===== src/rtl/cts_loop_ctl.sv =====
module cts_loop_ctl #(
  parameter int SYNC_STAGES = 2
) (
  input  logic clk,
  input  logic rst_n,
  input  logic pin_in,
  output logic pin_out,
  output logic pin_oe,
  input  logic loop_mode,
  input  logic cmd_lc_on,
  input  logic cmd_lc_off,
  input  logic cts_gate_en,
  input  logic tx_req,
  output logic tx_enable,
  output logic stat_cts,
  output logic stat_change,
  input  logic irq_en,
  output logic irq,
  input  logic chg_clr
);

  localparam int LAST = SYNC_STAGES - 1;

  logic [LAST:0] sync_q;
  logic          prev_q;
  logic          chg_q;
  logic          lc_q;
  logic          lvl;
  logic          level_moved;

  assign lvl         = sync_q[LAST];
  assign level_moved = (lvl != prev_q) && !loop_mode;

  always_ff @(posedge clk or negedge rst_n) begin
    if (!rst_n) begin
      sync_q <= '1;
      prev_q <= 1'b1;
    end else begin
      sync_q <= {sync_q[LAST-1:0], pin_in};
      prev_q <= lvl;
    end
  end

  always_ff @(posedge clk or negedge rst_n) begin
    if (!rst_n)
      chg_q <= 1'b0;
    else if (level_moved)
      chg_q <= 1'b1;
    else if (chg_clr)
      chg_q <= 1'b0;
  end

  always_ff @(posedge clk or negedge rst_n) begin
    if (!rst_n)
      lc_q <= 1'b0;
    else if (loop_mode) begin
      if (cmd_lc_off)
        lc_q <= 1'b0;
      else if (cmd_lc_on)
        lc_q <= 1'b1;
    end
  end

  assign stat_cts    = ~lvl;
  assign stat_change = chg_q;
  assign irq         = chg_q & irq_en;
  assign tx_enable   = tx_req & (loop_mode | ~cts_gate_en | ~lvl);
  assign pin_oe      = loop_mode;
  assign pin_out     = ~(loop_mode & lc_q);

endmodule



===== config.mk =====
export PLATFORM = sky130hd
export DESIGN_NAME = cts_loop_ctl
export DESIGN_NICKNAME = d
export VERILOG_FILES = /design/src/rtl/cts_loop_ctl.sv
export SDC_FILE = /design/constraint.sdc
export NUM_CORES = 1
export LEC_CHECK = 0
export BUFFER_PORTS_ARGS = -buffer_cell sky130_fd_sc_hd__buf_4
export CAP_MARGIN = 20
export CORE_AREA = 2 2 39 41
export CTS_BUF_LIST = sky130_fd_sc_hd__clkbuf_4 sky130_fd_sc_hd__clkbuf_8
export CTS_CLUSTER_DIAMETER = 40
export DETAILED_ROUTE_END_ITERATION = 10
export DIE_AREA = 0 0 41 43
export GPL_TIMING_DRIVEN = 0
export PLACE_DENSITY = 0.47
export SLEW_MARGIN = 20
export SYNTH_ARGS = -nofsm -noshare
export SYNTH_HDL_FRONTEND = slang
export SYNTH_SLANG_ARGS = --single-unit

===== constraint.sdc =====
create_clock -name clk -period 1.4 [get_ports clk]
set_input_delay 0.28 -clock clk [delete_from_list [all_inputs] [get_ports clk]]
set_output_delay 0.28 -clock clk [all_outputs]
set_load 0.03 [all_outputs]

==> metrics <==
status=complete, but fails checks; violated checks=setup timing; minimum clock period after layout=roughly 1.5 ns; Worst setup SP type=register; Pins Over Slew Limit=0; drt pass-1 iters=2; fin crit share=1.04; ant diodes=0; global-route usage over all layers=0.0607; Hold Worst Slack=0.151 ns; Worst-Margin Slew=0.132 ns; Setup WS pre-CTS=0.0949 ns; max-capacitance violation count=0; drt drc=0; width of the die=just over 40 um; Max Clock Freq=a little under 700 MHz; via/cell ratio=around 3.6; family with the most delay on the worst path=flip-flops; Synth Warn #=0; Final ANT Viol Nets=0; root buf cell=clkbuf_4; Die ar.=0.00176 mm^2; Max transition margin=0.912; Post-layout nets=48; Top Layer Used=met3; Synth Area per Inst=about 12 um^2; CP max stage cell=dfstp_2; final wirelength=422 um; Critical Path RT=roughly 1.1 ns; met1 wire length=around 160 um; input/output buffers=15; Clock Sinks=5; Syn-to-layout area delta=96.1%; core box area=0.00138 mm^2; GRT overflow=0; Pleak=around 0.19 nW; share of layout cells above drive strength 1=0.676; Crit Path Max Fanout=2; FP Rows=14; GP Congestion=0.532; CTS tree=yes; cell area after synthesis=191 um^2; clock skew=roughly 0.0016 ns; Setup crit end kind=primary output; Syn Inst Count=16; Total Power=0.440 mW; H-tree depth=1; WL met2=163 um; Synth cell types=11; Syn Nets=26; worst vdd ir=0.000651 V; worst skew pair latency=roughly 0.23 ns; Final WS setup=-0.0611 ns; iteration-0 DRC count of the detailed router=1; CP max stage delay=0.53 ns; number of global-route vias before repair=between 150 and 200; arrival time at the worst endpoint=1.18 ns; #FFs+latches synth=5; IO Count=16; final setup vio count=1; CTS clk-pin slew, worst paths=0.04 ns; WP buf/inv=2; CP Class=reg2out; Via Count=between 150 and 200; Die H=about 43 um; RSZ-0062 raised after global routing=yes; TritonCTS Buffers=3; routed length on met3=slightly above 100 um; post-synthesis sequential area ratio=0.673; global-route wire length before repair=roughly 640 um; P per Cell Area=1170 mW/mm^2; WL/cell=7.96 um; buffers from clock root to sink, at most=2; Cell Chain, Critical Path=inv_2 > o31a_1 > buf_6; final design utilization=0.271; Hold Vio Cnt, Final=0; initial core utilization=0.138; initial antenna violation count=0; type of the most critical hold path=in2reg; largest net degree at the start of global routing=7
[area by class of cell]
type                    instances  area (um^2)
repair buffers                 17          134
multi-input cells               7         43.8
clock buffers                   4         30.0
well taps                      16         20.0
flip-flops and latches          5          129
fillers                       147         1010
plain buffers                   1         7.51
inverters                       3         11.3
[metrics by stage]
step | cells | instance area (um^2) | TNS, ns
final | 53 | 375 | -0.0611
after global routing | 53 | 375 | -0.105
after CTS | 53 | 375 | -0.0744
after detailed placement | 47 | 324 | 0
after global placement | 47 | 324 | 0
after floorplan | 16 | 191 | 0
[report_power, final]
group | internal, mW | switching, mW | total (mW)
combinational | 0.0474 | 0.0475 | 0.0949
clock | 0.127 | 0.0530 | 0.180
sequential | 0.160 | 0.00586 | 0.166
total | 0.334 | 0.106 | 0.440
[cell families (layout without fill, tap and decap cells)]
kind of cell	count (synthesis)	count (layout)	share of synthesized area
AO/OA/AOI/OAI	4	4	0.131
AND/OR/NAND/NOR	2	2	0.0523
buffers and inverters	4	25	0.0980
XOR/XNOR	1	1	0.0458
flip-flops	5	5	0.673
[cells in the mapped netlist]
cell / count / share of area
a21oi_1: 2 / 0.052
inv_1: 2 / 0.039
buf_4: 1 / 0.039
o22ai_1: 1 / 0.033
and2_1: 1 / 0.033
o31a_1: 1 / 0.046
nand2_1: 1 / 0.020
inv_2: 1 / 0.020
dfstp_2: 3 / 0.41
xnor2_1: 1 / 0.046
dfrtp_1: 2 / 0.26
[final timing paths]
check / start / to / slack [ns] / depth (start not counted)
max: sync_q[1] / tx_enable / -0.06 / 3
max reg2reg: sync_q[1] / stat_change / 0.43 / 3
min reg2reg: sync_q[0] / sync_q[1] / 0.36 / 0
min in group asynchronous: rst_n / stat_change / 0.39 / 2
min: pin_in / sync_q[0] / 0.15 / 1
max in group asynchronous: rst_n / sync_q[1] / 0.82 / 2
[state kept, by name, summed over array words and instances, names as in the netlist]
name         cells
stat_change      1
lc_q             1
sync_q           2
prev_q           1
[what timing repair did]
action / in CTS / in global routing
endpoints found under the hold margin: 2 / 0
setup buffers: 1 / 0
gates resized for setup: 1 / 0
pin swaps: 1 / 0
hold buffers: 1 / 0
setup endpoints to repair: 1 / 1
[layout by cell type (no fill, tap or decap), drive strengths merged]
cell,n
dfstp,3
inv,3
clkbuf,4
and2,1
dlygate4sd3,1
buf,17
xnor2,1
a21oi,2
o31a,1
dfrtp,2
nand2,1
o22ai,1
[routing by layer]
layer | global-route usage | up-vias
li1 | - | 91
met1 | 0.0526 | 83
met2 | 0.0813 | 16
met3 | 0.0628 | 0
met4 | 0.0400 | 0
met5 | 0 | -
(Power assumes the default switching activity.)
